File: src/rtl/hs_pkg.sv
package hs_pkg;

  typedef enum logic [2:0] {
    ST_POR,
    ST_RUN,
    ST_GRACE,
    ST_HDIS,
    ST_HCHG
  } hs_state_e;

  typedef enum logic [2:0] {
    FC_NONE,
    FC_UVLO,
    FC_OVLD,
    FC_THERM,
    FC_LATCH
  } hs_cause_e;

  // Fixed priority among simultaneous fault events: latch, thermal, overload, UVLO.
  function automatic hs_cause_e pick_cause(input logic ev_latch, input logic ev_therm,
                                           input logic ev_ovld, input logic ev_uvlo);
    hs_cause_e c;
    if (ev_latch)      c = FC_LATCH;
    else if (ev_therm) c = FC_THERM;
    else if (ev_ovld)  c = FC_OVLD;
    else if (ev_uvlo)  c = FC_UVLO;
    else               c = FC_NONE;
    return c;
  endfunction

  // Whether a fault cause locks the block until a logic reset.
  function automatic logic cause_locks(input hs_cause_e c, input logic latched_variant);
    return (c == FC_LATCH) || ((c == FC_OVLD) && latched_variant);
  endfunction

endpackage

File: src/rtl/hs_tick.sv
module hs_tick #(
  parameter int unsigned DIV = 100
) (
  input  logic clk,
  input  logic rst_n,
  output logic tick_o
);
  localparam int unsigned CW = (DIV > 1) ? $clog2(DIV) : 1;
  localparam logic [CW-1:0] LAST = CW'(DIV - 1);

  logic [CW-1:0] cnt_q;

  always_ff @(posedge clk or negedge rst_n) begin
    if (!rst_n)              cnt_q <= '0;
    else if (cnt_q == LAST)  cnt_q <= '0;
    else                     cnt_q <= cnt_q + 1'b1;
  end

  assign tick_o = (cnt_q == LAST);
endmodule

File: src/rtl/hs_window.sv
// Continuous-hold window: done_o rises once hold_i has stayed high for LIMIT ticks.
module hs_window #(
  parameter int unsigned LIMIT = 10
) (
  input  logic clk,
  input  logic rst_n,
  input  logic clr_i,
  input  logic hold_i,
  input  logic tick_i,
  output logic done_o
);
  localparam int unsigned CW = $clog2(LIMIT + 1);
  localparam logic [CW-1:0] TOP = CW'(LIMIT);

  logic [CW-1:0] cnt_q;

  always_ff @(posedge clk or negedge rst_n) begin
    if (!rst_n)                      cnt_q <= '0;
    else if (clr_i || !hold_i)       cnt_q <= '0;
    else if (tick_i && cnt_q != TOP) cnt_q <= cnt_q + 1'b1;
  end

  assign done_o = (cnt_q == TOP);
endmodule

File: src/rtl/hs_dss.sv
// Supply hysteresis for self-supply while operating.
module hs_dss (
  input  logic clk,
  input  logic rst_n,
  input  logic active_i,
  input  logic above_on_i,
  input  logic above_min_i,
  output logic src_o
);
  always_ff @(posedge clk or negedge rst_n) begin
    if (!rst_n)            src_o <= 1'b0;
    else if (!active_i)    src_o <= 1'b0;
    else if (!above_min_i) src_o <= 1'b1;
    else if (above_on_i)   src_o <= 1'b0;
  end
endmodule

File: src/rtl/hiccup_supervisor.sv
module hiccup_supervisor #(
  parameter int unsigned TICK_DIV    = 100,
  parameter int unsigned UVLO_TICKS  = 50000,
  parameter int unsigned OVLD_TICKS  = 118000,
  parameter int unsigned LATCH_TICKS = 50
) (
  input  logic clk,
  input  logic rst_n,
  input  logic sup_above_on_i,
  input  logic sup_above_min_i,
  input  logic sup_above_uvlo_i,
  input  logic sup_above_hic_i,
  input  logic sup_above_rst_i,
  input  logic ovld_i,
  input  logic therm_i,
  input  logic ext_latch_i,
  input  logic latch_mode_i,
  output logic src_en_o,
  output logic drv_en_o,
  output logic ss_start_o,
  output logic lowq_o
);
  import hs_pkg::*;

  hs_state_e state_q, state_d;
  logic      reach_q, reach_d;   // first on-level arrival of the hiccup seen
  logic      lock_q, lock_d;
  logic      ss_q, ss_d;

  // Named internal events
  logic tick;
  logic force_por;
  logic in_run, in_grace, in_op;
  logic ovld_done, uvlo_done, latch_done;
  logic dss_src;
  logic fault_go;
  logic restart_blocked;
  hs_cause_e cause;

  assign force_por = !sup_above_rst_i;
  assign in_run    = (state_q == ST_RUN);
  assign in_grace  = (state_q == ST_GRACE);
  assign in_op     = in_run || in_grace;

  hs_tick #(.DIV(TICK_DIV)) u_tick (
    .clk(clk), .rst_n(rst_n), .tick_o(tick)
  );

  hs_window #(.LIMIT(OVLD_TICKS)) u_ovld_win (
    .clk(clk), .rst_n(rst_n), .clr_i(force_por),
    .hold_i(ovld_i && in_run), .tick_i(tick), .done_o(ovld_done)
  );

  hs_window #(.LIMIT(UVLO_TICKS)) u_uvlo_win (
    .clk(clk), .rst_n(rst_n), .clr_i(force_por),
    .hold_i(in_grace && !sup_above_uvlo_i), .tick_i(tick), .done_o(uvlo_done)
  );

  hs_window #(.LIMIT(LATCH_TICKS)) u_latch_win (
    .clk(clk), .rst_n(rst_n), .clr_i(force_por),
    .hold_i(ext_latch_i), .tick_i(tick), .done_o(latch_done)
  );

  hs_dss u_dss (
    .clk(clk), .rst_n(rst_n), .active_i(in_op && !force_por),
    .above_on_i(sup_above_on_i), .above_min_i(sup_above_min_i), .src_o(dss_src)
  );

  assign cause = in_op ? pick_cause(latch_done, therm_i, ovld_done && in_run, uvlo_done)
                       : FC_NONE;
  assign fault_go        = (cause != FC_NONE);
  assign restart_blocked = lock_q || latch_done || therm_i;

  always_comb begin
    state_d = state_q;
    reach_d = reach_q;
    ss_d    = 1'b0;
    lock_d  = lock_q || latch_done || (fault_go && cause_locks(cause, latch_mode_i));
    unique case (state_q)
      ST_POR: begin
        if (sup_above_on_i) begin
          if (restart_blocked) begin
            state_d = ST_HDIS;
            reach_d = 1'b1;
          end else begin
            state_d = ST_RUN;
            ss_d    = 1'b1;
          end
        end
      end
      ST_RUN: begin
        if (fault_go) begin
          state_d = ST_HDIS;
          reach_d = 1'b0;
        end else if (!sup_above_uvlo_i) begin
          state_d = ST_GRACE;
        end
      end
      ST_GRACE: begin
        if (fault_go) begin
          state_d = ST_HDIS;
          reach_d = 1'b0;
        end else if (sup_above_uvlo_i) begin
          state_d = ST_RUN;
        end
      end
      ST_HDIS: begin
        if (!sup_above_hic_i) state_d = ST_HCHG;
      end
      ST_HCHG: begin
        if (sup_above_on_i) begin
          if (!reach_q) begin
            state_d = ST_HDIS;
            reach_d = 1'b1;
          end else if (restart_blocked) begin
            state_d = ST_HDIS;
          end else begin
            state_d = ST_RUN;
            reach_d = 1'b0;
            ss_d    = 1'b1;
          end
        end
      end
      default: state_d = ST_POR;
    endcase
    if (force_por) begin
      state_d = ST_POR;
      reach_d = 1'b0;
      lock_d  = 1'b0;
      ss_d    = 1'b0;
    end
  end

  always_ff @(posedge clk or negedge rst_n) begin
    if (!rst_n) begin
      state_q <= ST_POR;
      reach_q <= 1'b0;
      lock_q  <= 1'b0;
      ss_q    <= 1'b0;
    end else begin
      state_q <= state_d;
      reach_q <= reach_d;
      lock_q  <= lock_d;
      ss_q    <= ss_d;
    end
  end

  assign drv_en_o   = in_run;
  assign lowq_o     = (state_q == ST_HDIS) || (state_q == ST_HCHG);
  assign src_en_o   = (state_q == ST_POR) || (state_q == ST_HCHG) || (in_op && dss_src);
  assign ss_start_o = ss_q;

endmodule

File: config.mk
export PLATFORM = sky130hd
export DESIGN_NAME = hiccup_supervisor
export DESIGN_NICKNAME = d
export VERILOG_FILES = /design/src/rtl/hs_pkg.sv /design/src/rtl/hs_tick.sv /design/src/rtl/hs_window.sv /design/src/rtl/hs_dss.sv /design/src/rtl/hiccup_supervisor.sv
export SDC_FILE = /design/constraint.sdc
export NUM_CORES = 1
export LEC_CHECK = 0
export BUFFER_PORTS_ARGS = -buffer_cell sky130_fd_sc_hd__buf_2
export CAP_MARGIN = 5
export CELL_PAD_IN_SITES_DETAIL_PLACEMENT = 2
export CELL_PAD_IN_SITES_GLOBAL_PLACEMENT = 2
export CORE_MARGIN = 2
export CORE_UTILIZATION = 35
export DETAILED_ROUTE_END_ITERATION = 7
export PLACE_DENSITY = 0.71
export SETUP_SLACK_MARGIN = 0.1
export SYNTH_ARGS = -nofsm -noshare
export SYNTH_HDL_FRONTEND = slang
export SYNTH_SLANG_ARGS = --single-unit
export TNS_END_PERCENT = 30
File: constraint.sdc
create_clock -name clk -period 2.17 [get_ports clk]
set_input_delay 0.3255 -clock clk [delete_from_list [all_inputs] [get_ports clk]]
set_output_delay 0.3255 -clock clk [all_outputs]
set_load 0.01 [all_outputs]
==> results of run 1 <==
[area by class of cell]
class / instances / area share
Multi-Input combinational cell: 244 / 0.4480
Sequential cell: 53 / 0.3814
Timing Repair Buffer: 42 / 0.08528
Tap cell: 105 / 0.03778
Clock buffer: 6 / 0.02375
Inverter: 12 / 0.01295
Clock inverter: 2 / 0.01080
[logic make-up (layout without fill, tap and decap cells)]
logic type	count (synthesis)	in the layout	synth area share
xor+xnor	35	35	0.1039
mux	3	3	0.01060
flops	53	53	0.4495
simple gates	169	169	0.3045
buf+inv	23	62	0.03223
fa+ha+maj	7	7	0.02968
compound gates	30	30	0.06955
[sequential cells by signal, indices dropped and copies added (netlist names)]
register / count
lock_q: 1
u_uvlo_win.cnt_q: 16
u_latch_win.cnt_q: 6
reach_q: 1
ss_start_o: 1
u_ovld_win.cnt_q: 17
state_q: 3
u_dss.src_o: 1
u_tick.cnt_q: 7
[worst paths after layout]
path / start / end / slack [ns] / depth (start not counted)
worst min register to register: u_tick.cnt_q[0] / u_tick.cnt_q[0] / 0.48 / 1
min in group clk: latch_mode_i / lock_q / 0.29 / 3
worst max register to register: u_ovld_win.cnt_q[13] / state_q[0] / 0.07 / 6
worst min-delay path: rst_n / u_ovld_win.cnt_q[6] / -0.008 / 1
worst max-delay path: u_ovld_win.cnt_q[13] / state_q[0] / 0.07 / 6
max in group asynchronous: rst_n / u_tick.cnt_q[6] / 1.59 / 2
[Yosys cell counts]
cell	n	share of area
nor3_1	8	0.014
and3_1	10	0.021
and4_1	4	0.012
nand2_1	25	0.032
nand3_1	17	0.029
o31ai_1	1	0.0025
o31ai_2	1	0.0042
nor4b_1	2	0.0059
nor4_4	1	0.0072
nor2b_1	1	0.0021
or4_4	1	0.0038
or3_1	2	0.0042
nand4b_1	1	0.0030
inv_1	12	0.015
nor4_1	13	0.028
buf_2	1	0.0017
xnor2_1	24	0.071
a2111o_1	1	0.0038
nor4bb_1	2	0.0068
o32ai_1	1	0.0030
nor3b_1	1	0.0025
buf_6	1	0.0038
dfrtp_1	53	0.45
nand4bb_1	2	0.0076
and3b_1	1	0.0030
o221ai_1	1	0.0030
a221o_1	1	0.0034
a31oi_1	2	0.0042
xor2_1	11	0.033
ha_1	7	0.030
mux2_1	1	0.0038
a31o_2	2	0.0059
a221oi_1	1	0.0030
nand4_1	17	0.036
o21ai_0	6	0.010
o211ai_1	1	0.0025
o211ai_2	1	0.0042
nor2_1	52	0.066
nand2b_1	5	0.011
mux2i_1	2	0.0068
a21oi_1	10	0.017
and4bb_2	1	0.0042
a21o_1	1	0.0025
clkbuf_1	9	0.011
and2_1	3	0.0064
[power by group through the flow]
stage	combinational (mW)	sequential [mW]	clock, mW
global route	0.337	1.04	0.781
floorplan	0.171	1.05	0
finish	0.304	1.04	0.731
global placement	0.287	1.06	0
detailed placement	0.293	1.06	0
CTS	0.295	1.04	0.742
[per-layer routing]
metal | up-vias | part of all wire
li1 | 1205 | -
met5 | - | 0
met1 | 1274 | 0.45
met3 | 12 | 0.011
met2 | 14 | 0.52
met4 | 0 | 0.014
[worst max-delay path: stages, from the launching register on]
cell and delay [ns]:
dfrtp_1 0.40, or4_4 0.55, nor4_4 0.27, buf_4 0.19
a2111o_1 0.25, nor2_1 0.09, o32ai_2 0.23
[timing repair]
| action | 4_1_cts | 5_1_grt |
|---|---|---|
| setup buffers | 0 | 4 |
| pin swaps | 2 | 4 |
| hold buffers | 0 | 0 |
| endpoints found under the setup margin | 15 | 19 |
| gates resized for setup | 0 | 6 |
==> impl_results.md, run 1 <==
- Status: finished, violations left
- Failing checks: hold timing
- Clock power frac: 0.352
- WHS: -0.007912 ns
- Layout Cells excl Fill: 464
- CTS tree: done
- Logic pwr share: 0.147
- Port-buffer cells: 14
- RSZ-0062 raised after global routing: yes
- First-pass GRT wire length: 13990 um
- Total GRT Usage: 0.1942
- FF+latch count, synth: 53
- Met3 Resource Use GR: 0.02271
- NumNets Final: 376
- Largest net degree at the start of global routing: 32
- Multi-input gate area: 1558 um^2
- Number of instances in the placed design: 452
- Post-layout min period: 2.096 ns
- Final instance area: 3477 um^2
- # fillers: 917
- Drt via density: 5.399
- Synth Instances: 320
- Slew Limit Headroom: 0.6095
- Pwr dens: 596.5 nW/um^2
- Critical path class: flip-flop to flip-flop
- Starting Density: 0.3609
- Worst Tran Pin Value: 0.5858 ns
- Die width: 95.81 um
- Root Driver: clkbuf_8
- Die height: 95.81 um
- Clk Latency, worst-skew pair: 0.32 ns
- Worst Setup End Kind: flip-flop
- Sequential standard cell area: 1326 um^2
- Crit path required time: 2.38 ns
- DRC: 0
- Layout area overhead: 17.85%
- Core area: 8175 um^2
- Routing usage on met2: 0.3543
- Post-route ant nets: 0
- Setup TNS Final: 0 ns
- Register area share after synthesis: 0.4495
- Seq pwr share: 0.501
- Sw Share: 0.2816
- Peak VDD IR: 0.2757 mV
- Switch Pwr: 0.5840 mW
- Setup WS post-layout: 0.07360 ns
- Worst-path fanout max: 6
- Top Usage Layer GRT: met2
- Syn Nets: 338
- Routability cong.: 0.8010
- CTS max path bufs: 2
- # diodes: 0
- Commonest non-fill, non-tap cell in the layout: dfrtp_1
- Clock transition at the registers of the reported paths: 0.11 ns
- Number of global-route vias before repair: 2812
- Final hold vios: 6
- Min-delay worst type: input pin to async pin
- Antenna violations before repair: 0
- Yosys synthesis warning count: 0
- Share of cells above drive strength 1: 0.1727
- MaxCap Viol Count: 0
- Final Cycle Share: 0.9661
- FP Rows: 33
- HPWL after DPL: 6002 um
- Gr ovfl total: 0
- Final Core Density: 0.4253
- LEAKAGE: 1.386 nW
- Placed Area: 3294 um^2
- Internal power: 1.490 mW
- Fmax: 477.0 MHz
- Vias: 2505
- DRT iter0 DRCs: 69
- Dpl ws: 0.05071 ns
- Grt met1 use: 0.2414
- Startpoint types: flip-flop
- Syn_area_per_cell: 9.220 um^2
- Num CTS Buffers: 5
- Io pins: 15
- Mapped Area: 2950 um^2
- Post-layout power: 2.074 mW
- Drt total wl: 8287 um
- Crit path arrival time: 2.31 ns
- Most frequent cells in the layout: dfrtp_1, nor2_1, buf_4, nand2_1, xnor2_1
- Pre-antenna DRT Iters: 4
- Clk sinks: 53
- Synth cell types: 45
- Count of final setup violators: 0
- Drt wl/cell: 17.86 um
- Clock skew: 0.01686 ns
- H-tree levels: 2
- Die area: 9180 um^2
- Count of final max-slew check failures: 0
Power figures use the tool's default switching activity.
==> run 2: changes to the inputs <==
Settings changed: CORE_UTILIZATION 35 to 30, PLACE_DENSITY 0.71 to 0.62.
==> run 2 against run 1 <==
Clock-buffer cell count unchanged. Routed wire length increased by 0.76%. The run now ends clean. Global-route usage decreased by 2.1 points. Critical endpoint is now state_q[2]. Sequential cell count unchanged. Sequential power about the same. Highest routed layer unchanged. Critical path depth increased by 2. Non-clock buffer count increased by 2. Largest power group unchanged. Critical path type unchanged.
==> impl_results.md, run 2 (synthesized netlist as in run 1, its figures left out) <==
- Final hold vios: 0
- LEAKAGE: 1.386 nW
- Core area: 9639 um^2
- Post-route ant nets: 0
- Final Cycle Share: 0.9165
- Drt wl/cell: 16.90 um
- Routability cong.: 0.7985
- Drt via density: 5.045
- Commonest non-fill, non-tap cell in the layout: dfrtp_1
- DRT iter0 DRCs: 29
- First-pass GRT wire length: 14240 um
- Biggest register: u_ovld_win.cnt_q
- Die area: 10640 um^2
- Gr ovfl total: 0
- Final instance area: 3490 um^2
- Min-delay worst type: input pin to flip-flop
- Pwr dens: 597.7 nW/um^2
- Fmax: 502.8 MHz
- Die height: 103.2 um
- # fillers: 1143
- HPWL after DPL: 6311 um
- Drt total wl: 8350 um
- Worst Min Path Start: latch_mode_i
- Count of final max-slew check failures: 0
- FP Rows: 36
- Slew Limit Headroom: 0.6755
- Hold Path Depth: 3
- Port-buffer cells: 14
- Setup TNS Final: 0 ns
- Total GRT Usage: 0.1737
- Max FFs per register: 17
- Worst setup path startpoint: u_ovld_win.cnt_q[1]
- Pre-antenna DRT Iters: 4
- # diodes: 0
- Worst-path fanout max: 5
- Peak VDD IR: 0.3051 mV
- Reg-to-reg endpoint: state_q[2]
- Worst Tran Pin Value: 0.4823 ns
- Clk sinks: 53
- Io pins: 15
- Antenna violations before repair: 0
- Layout Cells excl Fill: 494
- Number of instances in the placed design: 483
- Crit path required time: 2.41 ns
- Crit path arrival time: 2.23 ns
- CTS tree: done
- Critical path class: flip-flop to flip-flop
- Hold Path End: lock_q
- Share of cells above drive strength 1: 0.1634
- Startpoint types: flip-flop
- Die width: 103.2 um
- Layout area overhead: 18.28%
- Most frequent cells in the layout: dfrtp_1, nor2_1, buf_4, nand2_1, xnor2_1
- Root Driver: clkbuf_8
- Number of global-route vias before repair: 2768
- MaxCap Viol Count: 0
- Count of final setup violators: 0
- Post-layout min period: 1.989 ns
- Status: finished clean
- CTS max path bufs: 2
- Clk Latency, worst-skew pair: 0.33 ns
- Num CTS Buffers: 5
- Clock transition at the registers of the reported paths: 0.11 ns
- NumNets Final: 378
- Placed Area: 3339 um^2
- Reg2reg start: u_ovld_win.cnt_q[1]
- Starting Density: 0.3061
- Worst R2R Setup Slack: 0.18 ns
- Largest net degree at the start of global routing: 20
- Worst Setup End Kind: flip-flop
- Worst Reg-to-Reg Cells: 8
- Vias: 2492
- RSZ-0062 raised after global routing: yes
- Largest regs: u_ovld_win.cnt_q: 17 flops, u_uvlo_win.cnt_q: 16 flops, u_tick.cnt_q: 7 flops
- Clock skew: 0.01441 ns
- H-tree levels: 2
- DRC: 0
==> run 2: power breakdown <==
part	internal, mW	leakage (nW)	total (mW)	switching, mW
registers	1.01	0.723	1.04	0.0281
clock network	0.376	0.0574	0.744	0.368
logic	0.109	0.606	0.303	0.194
total	1.50	1.39	2.09	0.591
==> run 2: worst max path at each step <==
stage                                      end  slack, ns  depth (start not counted)
after floorplan           u_ovld_win.cnt_q[15]       0.15                          5
after global placement              state_q[2]       0.17                          6
after detailed placement            state_q[2]       0.09                          6
after CTS                              reach_q       0.08                          7
after global routing                state_q[2]       0.04                          8
final                               state_q[2]       0.18                          8
==> run 2: timing repair <==
action / 4_1_cts / 5_1_grt
setup endpoints to repair: 4 / 9
gates resized for setup: 0 / 1
pin swaps: 2 / 2
hold endpoints to repair: 17 / 0
buffers inserted: 1 / 1
hold buffers: 1 / 0
==> run 2: cell type report <==
class / instances / area [um^2] / share of cell area
flip-flops and latches: 53 / 1326 / 0.3801
multi-input cells: 244 / 1534 / 0.4396
clock inverters: 2 / 37.54 / 0.01076
inverters: 12 / 45.04 / 0.01291
well taps: 133 / 166.4 / 0.04769
clock buffers: 6 / 82.58 / 0.02366
repair buffers: 44 / 297.8 / 0.08534
==> run 2: metrics by stage <==
step / hold slack (ns) / worst slack (ns) / total power [mW] / util
3_3_place_gp: 0.3035 / 0.1686 / 1.361 / 0.3464
6_report: 0.3010 / 0.1812 / 2.086 / 0.3620
3_5_place_dp: 0.3127 / 0.09112 / 1.365 / 0.3464
4_1_cts: 0.2917 / 0.08131 / 2.125 / 0.3607
2_1_floorplan: 0.02991 / 0.1474 / 1.222 / -
5_1_grt: 0.3040 / 0.04214 / 2.196 / 0.3620
==> run 2: worst max-delay path: stages (launching register included) <==
cell,delay [ns]
dfrtp_1,0.43
inv_1,0.08
ha_1,0.14
nand4bb_1,0.15
nor4_4,0.36
buf_4,0.21
a2111o_1,0.22
o211ai_2,0.11
o31ai_2,0.19
==> run 2: routing by layer <==
layer  up-vias  track usage  share of wire
met5         -            0              0
met4         0      0.04251          0.011
met3         7      0.02823          0.012
met2         7       0.3192           0.52
met1      1272       0.2119           0.46
li1       1206            -              -
